`config.mk`:
```
export PLATFORM = sky130hd
export DESIGN_NAME = stack_guard
export DESIGN_NICKNAME = d
export VERILOG_FILES = /design/src/rtl/stack_guard_pkg.sv /design/src/rtl/stack_guard_attr.sv /design/src/rtl/stack_guard_bounds.sv /design/src/rtl/stack_guard.sv
export SDC_FILE = /design/constraint.sdc
export NUM_CORES = 1
export LEC_CHECK = 0
export ABC_AREA = 0
export BUFFER_PORTS_ARGS = -buffer_cell sky130_fd_sc_hd__buf_2
export CAP_MARGIN = 30
export CORE_ASPECT_RATIO = 1.25
export CORE_UTILIZATION = 50
export CTS_BUF_LIST = sky130_fd_sc_hd__clkbuf_8
export DETAILED_ROUTE_END_ITERATION = 16
export PLACE_DENSITY = 0.79
export SETUP_SLACK_MARGIN = 0.2
export SLEW_MARGIN = 20
export SYNTH_ARGS = -nofsm -noshare
export SYNTH_HDL_FRONTEND = slang
export SYNTH_HIERARCHICAL = 1
export SYNTH_SLANG_ARGS = --single-unit
```
`constraint.sdc`:
```
create_clock -name clk -period 1.44 [get_ports clk]
set_clock_uncertainty 0.15 [all_clocks]
set_input_delay 0.144 -clock clk [delete_from_list [all_inputs] [get_ports clk]]
set_output_delay 0.144 -clock clk [all_outputs]
set_load 0.01 [all_outputs]
```
`src/rtl/stack_guard_pkg.sv`:
```
package stack_guard_pkg;
    localparam int ADDR_W  = 32;
    localparam int SEL_W   = 16;
    localparam int LEN_W   = 3;
    localparam int SMALL_W = 16;

    typedef struct packed {
        logic             fault;
        logic [SEL_W-1:0] code;
    } verdict_t;
endpackage

```
`src/rtl/stack_guard_attr.sv`:
```
module stack_guard_attr (
    input  logic desc_valid,
    input  logic desc_present,
    input  logic desc_data,
    input  logic desc_code,
    input  logic desc_wr,
    output logic attr_bad
);
    logic load_bad;
    logic type_bad;

    always_comb begin
        load_bad = !desc_valid || !desc_present;
        type_bad = !desc_data || desc_code || !desc_wr;
        attr_bad = load_bad || type_bad;
    end
endmodule

```
`src/rtl/stack_guard_bounds.sv`:
```
module stack_guard_bounds #(
    parameter int AW      = 32,
    parameter int LW      = 3,
    parameter int SMALL_W = 16
) (
    input  logic          is_push,
    input  logic          desc_down,
    input  logic          desc_big,
    input  logic [AW-1:0] seg_limit,
    input  logic [AW-1:0] seg_end,
    input  logic [AW-1:0] sp_i,
    input  logic [LW-1:0] acc_len,
    output logic          bound_bad
);
    localparam int XW = AW + 1;

    logic [XW-1:0] sp_x, lim_x, end_x, up_x, len_x, one_x;
    logic [XW-1:0] push_rem, push_dec, pop_room_dn, pop_room_up;
    logic          sp_zero, sp_at_up;
    logic          push_dn_bad, push_up_bad, pop_dn_bad, pop_up_bad;

    always_comb begin
        one_x = XW'(1);
        sp_x  = {1'b0, sp_i};
        lim_x = {1'b0, seg_limit};
        end_x = {1'b0, seg_end};
        len_x = {{(XW-LW){1'b0}}, acc_len};
        up_x  = desc_big ? {1'b0, {AW{1'b1}}}
                         : {{(XW-SMALL_W){1'b0}}, {SMALL_W{1'b1}}};

        sp_zero  = (sp_i == '0);
        sp_at_up = (sp_x == up_x);

        push_rem    = sp_x - len_x;
        push_dec    = sp_x - one_x;
        pop_room_dn = up_x - sp_x;
        pop_room_up = lim_x - sp_x;

        push_dn_bad = sp_zero || push_rem[AW] || (push_rem <= lim_x) || (sp_x > up_x);

        if (sp_zero)
            push_up_bad = (end_x != up_x);
        else
            push_up_bad = push_rem[AW] || (push_dec > lim_x);

        pop_dn_bad = sp_at_up || pop_room_dn[AW] || ((pop_room_dn + one_x) < len_x);

        pop_up_bad = sp_at_up || (seg_end == '0) || (sp_x > lim_x)
                     || ((pop_room_up + one_x) < len_x);

        case ({is_push, desc_down})
            2'b11:   bound_bad = push_dn_bad;
            2'b10:   bound_bad = push_up_bad;
            2'b01:   bound_bad = pop_dn_bad;
            default: bound_bad = pop_up_bad;
        endcase
    end
endmodule

```
`src/rtl/stack_guard.sv`:
```
module stack_guard
    import stack_guard_pkg::*;
#(
    parameter int AW = ADDR_W,
    parameter int SW = SEL_W,
    parameter int LW = LEN_W
) (
    input  logic          clk,
    input  logic          rst_n,
    input  logic          req_valid,
    input  logic          is_push,
    input  logic          prot_mode,
    input  logic [SW-1:0] sel_i,
    input  logic          desc_valid,
    input  logic          desc_present,
    input  logic          desc_data,
    input  logic          desc_code,
    input  logic          desc_wr,
    input  logic          desc_down,
    input  logic          desc_big,
    input  logic [AW-1:0] seg_limit,
    input  logic [AW-1:0] seg_end,
    input  logic [AW-1:0] sp_i,
    input  logic [LW-1:0] acc_len,
    output logic          fault_o,
    output logic [SW-1:0] fault_code_o
);
    typedef struct packed {
        logic          fault;
        logic [SW-1:0] code;
    } state_t;

    logic   attr_bad;
    logic   bound_bad;
    state_t st_d, st_q;

    stack_guard_attr u_attr (
        .desc_valid  (desc_valid),
        .desc_present(desc_present),
        .desc_data   (desc_data),
        .desc_code   (desc_code),
        .desc_wr     (desc_wr),
        .attr_bad    (attr_bad)
    );

    stack_guard_bounds #(
        .AW     (AW),
        .LW     (LW),
        .SMALL_W(SMALL_W)
    ) u_bounds (
        .is_push  (is_push),
        .desc_down(desc_down),
        .desc_big (desc_big),
        .seg_limit(seg_limit),
        .seg_end  (seg_end),
        .sp_i     (sp_i),
        .acc_len  (acc_len),
        .bound_bad(bound_bad)
    );

    always_comb begin
        st_d.fault = req_valid && prot_mode && (attr_bad || bound_bad);
        st_d.code  = st_d.fault ? {sel_i[SW-1:2], 2'b00} : '0;
    end

    always_ff @(posedge clk or negedge rst_n) begin
        if (!rst_n)
            st_q <= '0;
        else
            st_q <= st_d;
    end

    assign fault_o      = st_q.fault;
    assign fault_code_o = st_q.code;
endmodule

```
==> summary.md <==
| Metric | Value |
|---|---|
| CTS root buf | `clkbuf_8` |
| ANT nets after route | `0` |
| I/O pins | `144` |
| Initial antenna violation count | `0` |
| Post-synth EDFFs | `0` |
| Seq/Total Area, Yosys | `4.53%` |
| PortBufs | `139` |
| Reg clk slew, reported paths | `~70 ps` |
| Post-Syn Area | `8280 µm²` |
| Vias per cell | `6.01` |
| Via count | `around 11,000` |
| Post-DP HPWL | `a little over 30,000 µm` |
| FP Rows | `52` |
| MaxCap Viol Count | `0` |
| Routability cong. | `1.01` |
| Period utilization | `314%` |
| Status | `finished with violations` |
| Cts bufs inserted | `3` |
| Floorplan core area | `16,200 µm²` |
| Synth async-reset ratio | `100%` |
| Top_reg_cell synth | `dfrtp_1` |
| Yosys cell types | `82` |
| Final setup margin | `-3080 ps` |
| HP Class | `in -> reg` |
| CTS tree | `done` |
| Slew @ Worst Pin | `about 610 ps` |
| Hold path start | `sel_i[14]` |
| Non-Filler Instances | `1,889` |
| Area fraction of the dominant cell type after synthesis | `between 20 and 30%` |
| RSZ-0062 raised after global routing | `true` |
| Slowest stage cell, crit path | `or4_1` |
| Worst EP required | `1470 ps` |
| Global Route Usage Sum | `42.3%` |
| Dominant cells by area after synthesis | `ha_1 (28%), xnor2_1 (8.5%), dfrtp_1 (4.5%)` |
| Initial DRT Pass Iterations | `5` |
| Vias in the first global route | `around 12,000` |
| Post-Syn Instances | `1,120` |
| Critical Path Max Stage Delay | `550 ps` |
| Synth Warn # | `6` |
| Routed wire length | `36,000 µm` |
| CP Max Fanout | `8` |
| Overflow after GRT | `0` |
| Setup crit start | `seg_limit[1]` |
| Fin. Hold Viols | `0` |
| # setup viols final | `15` |
| Crit path arrival time | `4560 ps` |
| Crit path kind | `in -> reg` |
| Nets | `1,987` |
| Area leader, netlist | `ha_1` |
| Yosys reg bits | `15` |
| Fin. max-slew vios | `0` |
| Drt drc | `0` |
| Most frequent cells after synthesis | `ha_1 (183), inv_1 (94), nor2_1 (83), xnor2_1 (80), a21oi_1 (70)` |
| Placed cell count | `around 1,900` |
| FMAX | `221 MHz` |
| Drt wl/cell | `19.1 µm` |
| Nature of the critical path startpoint | `input pin` |
| FILL cells | `1,146` |
| First-pass GRT wire length | `56,500 µm` |
| Failing checks | `setup timing` |
| Die area | `17,100 µm²` |
| Number of diodes | `0` |
| Htree depth | `1` |
| Pleak | `6.43 nW` |
| Syn-to-layout area delta | `53.3%` |
| Setup crit end kind | `register` |
| Max Root-Sink Buffers | `2` |
| Dominant cell by count in the synthesized netlist | `ha_1` |
| Largest net degree at the start of global routing | `16` |
| Pwr Density | `between 400 and 500 nW/µm²` |
| Overall power consumption | `about 0.0060 W` |
| Average cell area after synthesis | `7.39 µm²` |
| Worst slew margin | `59.1%` |
| Die Height | `around 150 µm` |
| Max rail drop VDD | `0.840 mV` |
| DR iter-0 viols | `747` |
| Starting density of the core | `51.1%` |
| Final min period | `4520 ps` |
| Crit path cell chain | `buf_6, clkinvlp_4, ha_4, inv_4, ha_4, fa_2, a21o_4, nand4_4, a2111oi_4, nor4_2, mux2i_1, o21ai_1, or4_1, or4_4, or4_4, a22oi_2, buf_6, buf_12, o2111a_1` |
| Fraction of layout cells with a size suffix above 1 | `38.3%` |
| Clk sinks | `15` |
| Chip width | `117 µm` |
-- state kept, by name, summed over array words and instances (netlist names) --
name,flops
fault_o,1
fault_code_o,14
-- kinds of logic after synthesis --
| family | Yosys count | share of synthesized area, % |
|---|---|---|
| AOI/OAI and AO/OA | 276 | 23.8 |
| xor gates and xnor gates | 87 | 9.20 |
| adders and majority gates | 186 | 28.4 |
| and+or+nand+nor | 410 | 26.3 |
| DFF | 15 | 4.53 |
| other | 1 | 0.0453 |
| muxes | 7 | 0.846 |
| buffers and inverters | 138 | 6.94 |
-- cell type report --
type	count	area (µm²)	share of cell area (%)
multi-input cells	968	7490	59.0
repair buffers	592	4150	32.7
flip-flops and latches	15	375	2.96
inverters	94	359	2.83
well taps	216	270	2.13
clock buffers	3	41.3	0.325
clock inverters	1	5.00	0.0394
-- per-layer routing --
layer / vias to the layer above / global-route usage [%] / share of wire, %
met1: 5238 / 43.8 / 35
met3: 245 / 6.96 / 6.4
met2: 569 / 74.4 / 49
li1: 5304 / - / -
met5: - / 0 / 0
met4: 0 / 32.2 / 9.0
-- cell usage in the layout, fill, tap and decap left out, types with 44 or more instances in the layout --
cell,count
nor2_1,82
nand3_1,44
buf_4,445
ha_1,179
xnor2_1,80
nand4_1,57
inv_1,92
buf_2,138
a21oi_1,70
nand2_1,68
-- stage by stage --
stage	instance area (µm²)	setup slack (ps)	util (%)	setup TNS [ps]	hold WS, ps
6_report	12700	-3080	78.3	-45730	0.287
3_5_place_dp	12400	-3380	76.6	-50380	-86.7
5_1_grt	12700	-3170	78.3	-47150	7.19
2_1_floorplan	8330	-2890	-	-42880	-302
3_3_place_gp	12400	-3360	76.6	-50250	-98.2
4_1_cts	12500	-3040	77.2	-45130	0.0138
-- path summary, 6_finish.rpt --
| check | to | slack (ps) | depth (start not counted) |
|---|---|---|---|
| min in group asynchronous | fault_code_o[15] | 180 | 2 |
| max in group asynchronous | fault_code_o[6] | 710 | 2 |
| worst max-delay path | fault_code_o[4] | -3080 | 19 |
| worst min-delay path | fault_code_o[14] | 0.3 | 2 |
-- what timing repair did --
action,CTS,global route
buffers inserted,0,5
setup endpoints to repair,15,15
resized for setup,5,21
hold endpoints to repair,17,2
hold buffers,3,2
pin swaps,4,8
cloned,0,1
-- power by group --
group / internal, W / switching [W] / total (W)
Sequential: 0.000438 / 0.00000727 / 0.000445
Clock: 0.000192 / 0.000163 / 0.000355
Combinational: 0.00258 / 0.00262 / 0.00521
Total: 0.00321 / 0.00279 / 0.00601
-- critical path: cells and delay by family --
family / cells / cell delay (ps)
multiplexers: 1 / 210
AO/OA/AOI/OAI: 5 / 860
adder cells (fa/ha/maj): 3 / 850
buffers and inverters: 5 / 480
AND/OR/NAND/NOR: 5 / 2010
No activity file was read; power rests on OpenSTA's default activity.
